`config.mk`:
```
export PLATFORM = sky130hd
export DESIGN_NAME = l1_split_ctrl
export DESIGN_NICKNAME = d
export VERILOG_FILES = /design/src/rtl/l1_split_ctrl.sv
export SDC_FILE = /design/constraint.sdc
export NUM_CORES = 1
export LEC_CHECK = 0
export CORE_AREA = 2 2 200 202
export CTS_CLUSTER_SIZE = 8
export DETAILED_ROUTE_END_ITERATION = 12
export DIE_AREA = 0 0 202 204
export DONT_BUFFER_PORTS = 1
export PLACE_DENSITY = 0.36
export SLEW_MARGIN = 20
export SYNTH_ARGS = -nofsm -noshare
export SYNTH_HDL_FRONTEND = slang
export SYNTH_SLANG_ARGS = --single-unit
```
`constraint.sdc`:
```
create_clock -name clk -period 2.5 [get_ports clk]
set_clock_uncertainty 0.1 [all_clocks]
set_input_delay 0.375 -clock clk [delete_from_list [all_inputs] [get_ports clk]]
set_output_delay 0.375 -clock clk [all_outputs]
set_load 0.01 [all_outputs]
```
`src/rtl/l1_split_ctrl.sv`:
```
module l1_split_ctrl #(
  parameter int IDX_W  = 4,
  parameter int DATA_W = 32
) (
  input  logic                clk,
  input  logic                rst,
  output logic                ph_two,
  output logic                stall,
  input  logic [31:0]         i_addr,
  input  logic                i_valid,
  output logic [DATA_W-1:0]   i_data,
  output logic                i_rdy,
  output logic                i_map,
  input  logic [31:0]         d_addr,
  input  logic                d_valid,
  input  logic                d_we,
  input  logic [DATA_W-1:0]   d_wdata,
  output logic [DATA_W-1:0]   d_rdata,
  output logic                d_rdy,
  output logic                d_map,
  output logic [IDX_W-1:0]    isram_idx,
  input  logic                isram_rvalid,
  input  logic [29-IDX_W:0]   isram_rtag,
  input  logic [DATA_W-1:0]   isram_rdata,
  output logic                isram_we,
  output logic [29-IDX_W:0]   isram_wtag,
  output logic [DATA_W-1:0]   isram_wdata,
  output logic [IDX_W-1:0]    dsram_idx,
  input  logic                dsram_rvalid,
  input  logic [29-IDX_W:0]   dsram_rtag,
  input  logic [DATA_W-1:0]   dsram_rdata,
  output logic                dsram_we,
  output logic [29-IDX_W:0]   dsram_wtag,
  output logic [DATA_W-1:0]   dsram_wdata,
  output logic                mem_req,
  output logic [31:0]         mem_addr,
  output logic                mem_we,
  output logic [DATA_W-1:0]   mem_wdata,
  input  logic                mem_ack,
  input  logic [DATA_W-1:0]   mem_rdata
);
  localparam int TAG_LO = IDX_W + 2;

  typedef enum logic [1:0] {S_RUN, S_MREQ, S_STALL, S_FIX} st_t;

  function automatic logic is_unc(input logic [31:0] a);
    return a[31:29] == 3'b101;
  endfunction

  function automatic logic is_mapped(input logic [31:0] a);
    return !a[31] || (a[31:30] == 2'b11);
  endfunction

  st_t                st;
  logic               ph;
  logic [31:0]        i_lat, d_lat;
  logic               i_pend, d_pend, dw_q;
  logic [DATA_W-1:0]  dwd_q, fill_q;
  logic               i_miss_q, svc_d, d_wait, req_q, got_ack;

  logic i_hit, d_hit, i_miss_now, d_miss_now, run, ack_now;

  assign run        = (st == S_RUN);
  assign ack_now    = req_q && mem_ack;
  assign i_hit      = isram_rvalid && (isram_rtag == i_lat[31:TAG_LO]);
  assign d_hit      = dsram_rvalid && (dsram_rtag == d_lat[31:TAG_LO]);
  assign i_miss_now = i_pend && (is_unc(i_lat) || !i_hit);
  assign d_miss_now = d_pend && (dw_q || is_unc(d_lat) || !d_hit);

  assign ph_two = ph;
  assign stall  = (st == S_MREQ) || (st == S_STALL) || (st == S_FIX && !ph)
               || (run && ph && (i_miss_q || d_miss_now));

  assign i_rdy  = (run && !ph && i_pend && !is_unc(i_lat) && i_hit)
               || (st == S_STALL && !ph && !svc_d);
  assign i_data = (st == S_STALL) ? fill_q : isram_rdata;
  assign d_rdy  = (run && ph && d_pend && !dw_q && !is_unc(d_lat) && d_hit)
               || (st == S_STALL && ph && svc_d && !dw_q);
  assign d_rdata = (st == S_STALL) ? fill_q : dsram_rdata;

  assign i_map = i_pend && is_mapped(i_lat);
  assign d_map = d_pend && is_mapped(d_lat);

  assign isram_idx   = i_lat[TAG_LO-1:2];
  assign isram_wtag  = i_lat[31:TAG_LO];
  assign isram_wdata = fill_q;
  assign isram_we    = (st == S_STALL) && !ph && !svc_d && !is_unc(i_lat);

  assign dsram_idx   = d_lat[TAG_LO-1:2];
  assign dsram_wtag  = d_lat[31:TAG_LO];
  assign dsram_wdata = dw_q ? dwd_q : fill_q;
  assign dsram_we    = (st == S_STALL) && ph && svc_d && !is_unc(d_lat) && (!dw_q || d_hit);

  assign mem_req   = req_q;
  assign mem_addr  = svc_d ? d_lat : i_lat;
  assign mem_we    = svc_d && dw_q;
  assign mem_wdata = dwd_q;

  always_ff @(posedge clk) begin
    if (rst) begin
      st       <= S_RUN;
      ph       <= 1'b0;
      i_lat    <= '0;
      d_lat    <= '0;
      i_pend   <= 1'b0;
      d_pend   <= 1'b0;
      dw_q     <= 1'b0;
      dwd_q    <= '0;
      fill_q   <= '0;
      i_miss_q <= 1'b0;
      svc_d    <= 1'b0;
      d_wait   <= 1'b0;
      req_q    <= 1'b0;
      got_ack  <= 1'b0;
    end else begin
      ph <= ~ph;
      unique case (st)
        S_RUN: begin
          if (!ph) begin
            d_lat    <= d_addr;
            d_pend   <= d_valid;
            dw_q     <= d_we;
            dwd_q    <= d_wdata;
            i_miss_q <= i_miss_now;
          end else if (i_miss_q || d_miss_now) begin
            st      <= S_MREQ;
            svc_d   <= !i_miss_q;
            d_wait  <= i_miss_q && d_miss_now;
            req_q   <= 1'b1;
            got_ack <= 1'b0;
          end else begin
            i_lat  <= i_addr;
            i_pend <= i_valid;
          end
        end
        S_MREQ: begin
          if (ack_now) begin
            req_q   <= 1'b0;
            got_ack <= 1'b1;
            fill_q  <= mem_rdata;
          end
          if (ph && (got_ack || ack_now)) st <= S_STALL;
        end
        S_STALL: begin
          if (ph) begin
            if (d_wait) begin
              st      <= S_MREQ;
              svc_d   <= 1'b1;
              d_wait  <= 1'b0;
              req_q   <= 1'b1;
              got_ack <= 1'b0;
            end else begin
              st <= S_FIX;
            end
          end
        end
        S_FIX: begin
          if (ph) begin
            st     <= S_RUN;
            i_lat  <= i_addr;
            i_pend <= i_valid;
          end
        end
        default: st <= S_RUN;
      endcase
    end
  end

  a_r1_i_phase_one: assert property (@(posedge clk) disable iff (rst)
    i_rdy |-> !ph_two);

  a_r2_d_phase_two: assert property (@(posedge clk) disable iff (rst)
    d_rdy |-> ph_two);

  a_r4_req_stalls: assert property (@(posedge clk) disable iff (rst)
    mem_req |-> stall);

  a_r4_fix_after_stall: assert property (@(posedge clk) disable iff (rst)
    (st == S_FIX && !ph) |-> $past(st) == S_STALL);

  a_r6_no_unc_fill: assert property (@(posedge clk) disable iff (rst)
    isram_we |-> !is_unc(i_lat));

  a_r11_req_hold: assert property (@(posedge clk) disable iff (rst)
    (mem_req && !mem_ack) |=> (mem_req && $stable(mem_addr) && $stable(mem_we)));

  a_r9_instr_first: assert property (@(posedge clk) disable iff (rst)
    (st == S_MREQ && d_wait) |-> !svc_d);
endmodule

```
==> flow_summary.html, run 1 <==
<table>
<tr><th>Metric</th><th>Value</th></tr>
<tr><th colspan="2">Finish</th></tr>
<tr><td>Post-route design area</td><td>11010 um^2</td></tr>
<tr><td>Net count of the finished layout</td><td>1510</td></tr>
<tr><td>FILL cells</td><td>4285</td></tr>
<tr><td>Core Util, Final</td><td>28.09%</td></tr>
<tr><td>Fraction of layout instances using a drive strength above 1</td><td>17.60%</td></tr>
<tr><td>Post-Layout Cell Count</td><td>1793</td></tr>
<tr><td>Area growth from synthesis to layout</td><td>27.68%</td></tr>
<tr><th colspan="2">Detailed routing</th></tr>
<tr><td>Average vias per placed instance</td><td>4.704</td></tr>
<tr><td>Mean routed wirelength per cell</td><td>21.86 um</td></tr>
<tr><td>Length of the first detailed-routing pass in iterations</td><td>6</td></tr>
<tr><td>Detailed-route wire length</td><td>39200 um</td></tr>
<tr><td>DRC</td><td>0</td></tr>
<tr><td>Detailed-route via count</td><td>8435</td></tr>
<tr><td>Post-DRT Antenna Nets</td><td>0</td></tr>
<tr><td>Initial detailed-routing violation count</td><td>446</td></tr>
<tr><th colspan="2">Clock tree</th></tr>
<tr><td>Clock Sink Count</td><td>139</td></tr>
<tr><td>CTS HTree Levels</td><td>4</td></tr>
<tr><td>CTS max path bufs</td><td>2</td></tr>
<tr><td>CTS tree</td><td>yes</td></tr>
<tr><td>TritonCTS buffer count</td><td>17</td></tr>
<tr><td>Clock latency at the later pin of the worst-skew pair</td><td>0.44 ns</td></tr>
<tr><td>Clock Pin Slew Worst Setup and Hold Paths</td><td>0.07 ns</td></tr>
<tr><td>Buffer cell driving the clock tree root</td><td>sky130_fd_sc_hd__clkbuf_16</td></tr>
<tr><th colspan="2">Floorplan</th></tr>
<tr><td>Die Y-Extent</td><td>204 um</td></tr>
<tr><td>Starting density of the core</td><td>22.00%</td></tr>
<tr><td>Total die area</td><td>41210 um^2</td></tr>
<tr><td>Area of the core region</td><td>39180 um^2</td></tr>
<tr><td>Die span in x</td><td>202 um</td></tr>
<tr><td>Number of rows created at floorplan</td><td>73</td></tr>
<tr><td>Top-level port count</td><td>514</td></tr>
<tr><th colspan="2">Global routing</th></tr>
<tr><td>GRT Residual Overflow</td><td>0</td></tr>
<tr><td>Global-route wire length before repair</td><td>55830 um</td></tr>
<tr><td>Antenna violations before repair</td><td>1</td></tr>
<tr><td>Total routing resource utilization after global routing</td><td>18.33%</td></tr>
<tr><td>Vias in the first global route</td><td>8091</td></tr>
<tr><td>Pin count of the biggest net entering global routing</td><td>104</td></tr>
<tr><th colspan="2">Logic synthesis</th></tr>
<tr><td>Post-synth cell types</td><td>45</td></tr>
<tr><td>Top cells by area, synth</td><td>sky130_fd_sc_hd__dfxtp_1, sky130_fd_sc_hd__nand2_1, sky130_fd_sc_hd__mux2_2</td></tr>
<tr><td>Gate count after technology mapping</td><td>1195</td></tr>
<tr><td>Synthesis-stage register bit count</td><td>139</td></tr>
<tr><td>Netlist area before placement</td><td>8621 um^2</td></tr>
<tr><td>Area leader, netlist</td><td>sky130_fd_sc_hd__dfxtp_1</td></tr>
<tr><td>FFs w/ async S/R, synth</td><td>0%</td></tr>
<tr><td>Top_reg_cell synth</td><td>sky130_fd_sc_hd__dfxtp_1</td></tr>
<tr><td>Count of flip-flops with a built-in enable after synthesis</td><td>0</td></tr>
<tr><td>Post-synthesis area per instance</td><td>7.214 um^2</td></tr>
<tr><td>Top-area cell type share of the netlist area</td><td>32.28%</td></tr>
<tr><td>Sequential area share after synthesis</td><td>32.28%</td></tr>
<tr><td>Syn_nets</td><td>1451</td></tr>
<tr><td>Number of warnings reported in the yosys synthesis log</td><td>0</td></tr>
<tr><th colspan="2">Timing</th></tr>
<tr><td>Worst Hold Slack</td><td>0.03129 ns</td></tr>
<tr><td>Maximum frequency from static timing analysis</td><td>345.6 MHz</td></tr>
<tr><td>RSZ-0062 raised after global routing</td><td>yes</td></tr>
<tr><td>Minimum period implied by the final worst setup slack</td><td>2.894 ns</td></tr>
<tr><td>Final count of hold timing violations</td><td>0</td></tr>
<tr><td>Slew Limit Fails</td><td>0</td></tr>
<tr><td>Slew Limit Headroom</td><td>60.08%</td></tr>
<tr><td>Worst Tran Pin Value</td><td>0.5968 ns</td></tr>
<tr><td>PnR worst setup slack</td><td>-0.3938 ns</td></tr>
<tr><td>Setup violation total in the final timing report</td><td>3</td></tr>
<tr><td>Period Utilization, post-route</td><td>115.8%</td></tr>
<tr><th colspan="2">Run</th></tr>
<tr><td>Max Cap Viol</td><td>0</td></tr>
<tr><th colspan="2">Setup path</th></tr>
<tr><td>Maximum fanout encountered on the critical timing path</td><td>2</td></tr>
<tr><td>Worst Path Arrival</td><td>2.42 ns</td></tr>
<tr><td>Setup crit end kind</td><td>primary output</td></tr>
<tr><td>Worst EP required</td><td>2.03 ns</td></tr>
<tr><td>Classification of the worst setup path</td><td>reg -&gt; out</td></tr>
<tr><td>Critical Path Start Type</td><td>register</td></tr>
<tr><th colspan="2">Placed design</th></tr>
<tr><td>Placed wire-length estimate</td><td>29410 um</td></tr>
<tr><td>Placed standard-cell area</td><td>9258 um^2</td></tr>
<tr><td>Dpl cells</td><td>1660</td></tr>
<tr><td>IO buf count</td><td>0</td></tr>
<tr><td>Routability congestion estimate</td><td>0.8877</td></tr>
<tr><th colspan="2">Pwr</th></tr>
<tr><td>Pwr dens</td><td>792.4 nW/um^2</td></tr>
<tr><td>Max rail drop VDD</td><td>0.5113 mV</td></tr>
<tr><td>Leakage power</td><td>4.315 nW</td></tr>
<tr><td>Power, Total</td><td>8.722 mW</td></tr>
<tr><th colspan="2">Worst hold path</th></tr>
<tr><td>HP Class</td><td>in -&gt; reg</td></tr>
<tr><th colspan="2">Status</th></tr>
<tr><td>Violated checks</td><td>setup timing</td></tr>
<tr><td>Status</td><td>finished, violations left</td></tr>
</table>
[final cells by class]
cell class                      instances  area (um^2)  area share [%]
Multi-Input combinational cell        838         4891           44.44
Timing Repair Buffer                  188         1782           16.19
Sequential cell                       139         2800           25.44
Antenna cell                            1        2.502         0.02274
Inverter                               70        262.8           2.387
Clock inverter                         13        168.9           1.535
Clock buffer                           19        442.9           4.024
Tap cell                              525        656.9           5.968
[cell families after synthesis]
family	after synthesis	synth area share [%]
compound gates	223	13.40
xor+xnor	51	5.181
fa+ha+maj	4	0.5806
buf+inv	218	12.57
flops	139	32.28
mux	67	8.723
simple gates	493	27.27
[what timing repair did]
item,4_1_cts,5_1_grt
hold buffers,98,0
pin swaps,12,8
hold endpoints to repair,101,0
setup endpoints to repair,4,9
resized for setup,19,9
buffers inserted,3,0
[state kept, by name (all words and copies together) (netlist names)]
register	flops
d_lat	32
i_lat	32
isram_wdata	32
mem_wdata	32
st	2
d_pend	1
d_wait	1
dw_q	1
got_ack	1
i_miss_q	1
i_pend	1
mem_req	1
ph_two	1
svc_d	1
[power by group]
| part | internal (mW) | total, mW | switching (mW) |
|---|---|---|---|
| registers | 2.54 | 2.97 | 0.431 |
| clock network | 1.60 | 2.75 | 1.14 |
| logic | 1.19 | 3.01 | 1.82 |
[metrics by stage]
step	TNS (ns)	worst slack [ns]
after floorplan	0	0.3323
after global placement	-0.4796	-0.1979
after detailed placement	-0.3000	-0.1776
after CTS	-1.063	-0.4073
after global routing	-1.353	-0.5192
final	-1.025	-0.3938
[placed cells by master (no fill, tap or decap), drive strengths merged, types with 2 or more instances in the layout]
cell type    instances
a21oi              137
or3                  2
dlygate4sd3         97
inv                 71
clkbuf              19
dfxtp              139
nor2                38
and3                 2
nand2              306
nor3b               32
nand2b               6
xnor2               39
and3b                2
clkinv               5
a31oi                2
xor2                12
ha                   4
or4b                32
clkinvlp             4
mux2                65
and2                 3
o21bai               2
mux2i                2
buf                 91
nand4               10
bufinv               3
nor4                 4
nor2b                4
o21ai               72
nor3                 6
a21boi               2
nand3               42
[worst paths after layout]
kind	depth (start not counted)	slack, ns	end	start
min	2	0.03	i_lat[13]	rst
max	8	-0.39	d_rdy	d_lat[15]
max reg2reg	8	0.20	i_lat[29]	st[0]
min reg2reg	2	0.36	d_lat[1]	d_lat[1]
[synth_stat cells, types with 3 or more instances]
cell,count
sky130_fd_sc_hd__a21oi_1,137
sky130_fd_sc_hd__and2_1,3
sky130_fd_sc_hd__buf_1,12
sky130_fd_sc_hd__buf_4,60
sky130_fd_sc_hd__buf_6,5
sky130_fd_sc_hd__clkbuf_1,69
sky130_fd_sc_hd__dfxtp_1,139
sky130_fd_sc_hd__ha_1,4
sky130_fd_sc_hd__inv_1,70
sky130_fd_sc_hd__mux2_2,65
sky130_fd_sc_hd__nand2_1,306
sky130_fd_sc_hd__nand2b_1,6
sky130_fd_sc_hd__nand3_1,42
sky130_fd_sc_hd__nand4_1,10
sky130_fd_sc_hd__nor2_1,38
sky130_fd_sc_hd__nor2b_1,4
sky130_fd_sc_hd__nor3_1,6
sky130_fd_sc_hd__nor3b_1,32
sky130_fd_sc_hd__nor4_1,3
sky130_fd_sc_hd__o21ai_0,72
sky130_fd_sc_hd__or4b_1,32
sky130_fd_sc_hd__xnor2_1,39
sky130_fd_sc_hd__xor2_1,12
[worst max-delay path, stage by stage (launching register included)]
cell and delay [ns]:
sky130_fd_sc_hd__dfxtp_2 0.34, sky130_fd_sc_hd__xnor2_2 0.15, sky130_fd_sc_hd__nand4_1 0.18, sky130_fd_sc_hd__nor4_4 0.36
sky130_fd_sc_hd__buf_4 0.17, sky130_fd_sc_hd__nand4_1 0.12, sky130_fd_sc_hd__or3_1 0.37, sky130_fd_sc_hd__a21oi_2 0.14
sky130_fd_sc_hd__buf_4 0.14
[routing by layer]
metal / up-vias / share of wire [%] / GRT usage (%)
li1: 4032 / - / -
met1: 3978 / 38 / 19.89
met2: 389 / 52 / 33.84
met3: 36 / 7.4 / 5.788
met4: 0 / 2.2 / 5.672
met5: - / 0 / 0
Power figures use the tool's default switching activity.
==> inputs of run 2 (changes only) <==
Settings changed: CAP_MARGIN set to 20, CORE_AREA 2 2 200 202 to 2 2 202 204, DIE_AREA 0 0 202 204 to 0 0 204 206.
==> flow_summary.html, run 2 (synthesized netlist as in run 1, its figures left out) <==
<table>
<tr><th>Metric</th><th>Value</th></tr>
<tr><th colspan="2">Timing</th></tr>
<tr><td>Total negative setup slack</td><td>-0.9694 ns</td></tr>
<tr><td>Period Utilization, post-route</td><td>115.6%</td></tr>
<tr><td>Worst Tran Pin Value</td><td>0.5961 ns</td></tr>
<tr><td>PnR worst setup slack</td><td>-0.3895 ns</td></tr>
<tr><td>Slew Limit Fails</td><td>0</td></tr>
<tr><td>Setup violation total in the final timing report</td><td>3</td></tr>
<tr><td>Final count of hold timing violations</td><td>0</td></tr>
<tr><td>Minimum period implied by the final worst setup slack</td><td>2.889 ns</td></tr>
<tr><td>Maximum frequency from static timing analysis</td><td>346.1 MHz</td></tr>
<tr><td>Slew Limit Headroom</td><td>59.84%</td></tr>
<tr><td>Worst Hold Slack</td><td>0.04128 ns</td></tr>
<tr><td>RSZ-0062 raised after global routing</td><td>yes</td></tr>
<tr><th colspan="2">Clock tree</th></tr>
<tr><td>TritonCTS buffer count</td><td>17</td></tr>
<tr><td>Clock latency at the later pin of the worst-skew pair</td><td>0.45 ns</td></tr>
<tr><td>CTS HTree Levels</td><td>4</td></tr>
<tr><td>Buffer cell driving the clock tree root</td><td>sky130_fd_sc_hd__clkbuf_16</td></tr>
<tr><td>CTS tree</td><td>yes</td></tr>
<tr><td>Clock Pin Slew Worst Setup and Hold Paths</td><td>0.06 ns</td></tr>
<tr><td>Clock Sink Count</td><td>139</td></tr>
<tr><td>CTS max path bufs</td><td>2</td></tr>
<tr><th colspan="2">Detailed routing</th></tr>
<tr><td>Initial detailed-routing violation count</td><td>411</td></tr>
<tr><td>Length of the first detailed-routing pass in iterations</td><td>5</td></tr>
<tr><td>Post-DRT Antenna Nets</td><td>0</td></tr>
<tr><td>Mean routed wirelength per cell</td><td>21.58 um</td></tr>
<tr><td>Detailed-route wire length</td><td>38820 um</td></tr>
<tr><td>Average vias per placed instance</td><td>4.666</td></tr>
<tr><td>Detailed-route via count</td><td>8395</td></tr>
<tr><td>DRC</td><td>0</td></tr>
<tr><th colspan="2">Setup path</th></tr>
<tr><td>Maximum fanout encountered on the critical timing path</td><td>2</td></tr>
<tr><td>Setup slack on the worst flop-to-flop path</td><td>0.24 ns</td></tr>
<tr><td>Worst reg2reg path startpoint</td><td>d_lat[29]</td></tr>
<tr><td>Reg2reg path depth</td><td>9</td></tr>
<tr><td>Critical Path Start Type</td><td>register</td></tr>
<tr><td>Classification of the worst setup path</td><td>reg -&gt; out</td></tr>
<tr><td>Worst EP required</td><td>2.03 ns</td></tr>
<tr><td>Worst R2R End</td><td>i_lat[7]</td></tr>
<tr><td>Setup crit end kind</td><td>primary output</td></tr>
<tr><td>Worst Path Arrival</td><td>2.41 ns</td></tr>
<tr><th colspan="2">Placed design</th></tr>
<tr><td>Placed standard-cell area</td><td>9250 um^2</td></tr>
<tr><td>Post-Place Worst Slack</td><td>-0.2160 ns</td></tr>
<tr><td>IO buf count</td><td>0</td></tr>
<tr><td>Placed wire-length estimate</td><td>28860 um</td></tr>
<tr><td>Routability congestion estimate</td><td>0.8894</td></tr>
<tr><th colspan="2">Global routing</th></tr>
<tr><td>GRT Residual Overflow</td><td>0</td></tr>
<tr><td>Antenna violations before repair</td><td>4</td></tr>
<tr><td>Total routing resource utilization after global routing</td><td>17.88%</td></tr>
<tr><td>Pin count of the biggest net entering global routing</td><td>104</td></tr>
<tr><td>Vias in the first global route</td><td>7949</td></tr>
<tr><td>Global-route wire length before repair</td><td>54380 um</td></tr>
<tr><th colspan="2">Finish</th></tr>
<tr><td>Post-route design area</td><td>10980 um^2</td></tr>
<tr><td>Most used cells in the layout excluding fill and tap cells</td><td>sky130_fd_sc_hd__nand2_1, sky130_fd_sc_hd__a21oi_1, sky130_fd_sc_hd__dfxtp_1</td></tr>
<tr><td>Leading cell type in the layout, fill and taps excluded</td><td>sky130_fd_sc_hd__nand2_1</td></tr>
<tr><td>Fraction of layout instances using a drive strength above 1</td><td>16.68%</td></tr>
<tr><td>Net count of the finished layout</td><td>1510</td></tr>
<tr><td>Area growth from synthesis to layout</td><td>27.42%</td></tr>
<tr><th colspan="2">Pwr</th></tr>
<tr><td>Max rail drop VDD</td><td>0.4901 mV</td></tr>
<tr><td>Leakage power</td><td>4.293 nW</td></tr>
<tr><td>Pwr dens</td><td>786.7 nW/um^2</td></tr>
<tr><th colspan="2">Floorplan</th></tr>
<tr><td>Top-level port count</td><td>514</td></tr>
<tr><td>Total die area</td><td>42020 um^2</td></tr>
<tr><td>Area of the core region</td><td>40180 um^2</td></tr>
<tr><td>Die Y-Extent</td><td>206 um</td></tr>
<tr><td>Die span in x</td><td>204 um</td></tr>
<tr><td>Number of rows created at floorplan</td><td>74</td></tr>
<tr><td>Starting density of the core</td><td>21.45%</td></tr>
<tr><th colspan="2">Run</th></tr>
<tr><td>Max Cap Viol</td><td>0</td></tr>
<tr><th colspan="2">Worst hold path</th></tr>
<tr><td>HP Class</td><td>in -&gt; reg</td></tr>
<tr><td>Number of instances on the worst hold path</td><td>3</td></tr>
<tr><td>Launch point of the worst hold path</td><td>rst</td></tr>
<tr><td>Hold Path End</td><td>i_lat[13]</td></tr>
<tr><th colspan="2">Status</th></tr>
<tr><td>Violated checks</td><td>setup timing</td></tr>
<tr><td>Status</td><td>finished, violations left</td></tr>
</table>
## run 2: repair_timing
action	4_1_cts	5_1_grt
pin swaps	6	7
endpoints found under the setup margin	17	6
hold buffers	101	0
hold endpoints to repair	103	0
buffers inserted	2	0
gates resized for setup	14	11
## run 2: area by class of cell
cell class | instances | area [um^2]
Tap cell | 532 | 665.6
Clock inverter | 7 | 113.9
Sequential cell | 139 | 2796
Fill cell | 4460 | 29200
Inverter | 70 | 262.8
Clock buffer | 23 | 478.0
Timing Repair Buffer | 188 | 1795
Multi-Input combinational cell | 838 | 4867
Antenna cell | 2 | 5.005
## run 2: critical path: stages, from the launching register on
cell                      delay (ns)
sky130_fd_sc_hd__dfxtp_2        0.33
sky130_fd_sc_hd__xnor2_1        0.15
sky130_fd_sc_hd__nand4_1        0.19
sky130_fd_sc_hd__nor4_4         0.37
sky130_fd_sc_hd__buf_4          0.17
sky130_fd_sc_hd__nand4_1        0.12
sky130_fd_sc_hd__or3_1          0.34
sky130_fd_sc_hd__a21oi_1        0.15
sky130_fd_sc_hd__buf_4          0.15
## run 2: worst max-delay path by stage
| stage | endpoint | start | cells after the start | slack, ns |
|---|---|---|---|---|
| CTS | d_rdy | d_lat[16] | 8 | -0.50 |
| global placement | stall | dsram_rtag[14] | 7 | -0.25 |
| detailed placement | stall | dsram_rtag[14] | 7 | -0.22 |
| global route | d_rdy | d_lat[16] | 8 | -0.54 |
| floorplan | i_rdy | st[1] | 8 | 0.33 |
| finish | d_rdy | d_lat[16] | 8 | -0.39 |
## run 2: report_power, final
part	switching, mW	internal, mW
registers	0.411	2.54
clock network	1.06	1.64
logic	1.82	1.18
total	3.29	5.35
## run 2: per-stage QoR
| stage | util (%) | power (mW) | cells |
|---|---|---|---|
| finish | 27.34 | 8.641 | 1799 |
| global route | 27.34 | 9.170 | 1799 |
| floorplan | - | 4.894 | 1195 |
| detailed placement | 23.02 | 5.822 | 1665 |
| global placement | 23.02 | 5.794 | 1665 |
| CTS | 27.22 | 8.816 | 1797 |
## run 2: metal layers
layer  GRT usage (%)  wire length, um  up-vias
li1                -                -     4038
met1           18.83            14620     3925
met2           32.53            19960      377
met3           5.140             2719       53
met4           8.877             1500        2
met5               0               16        -
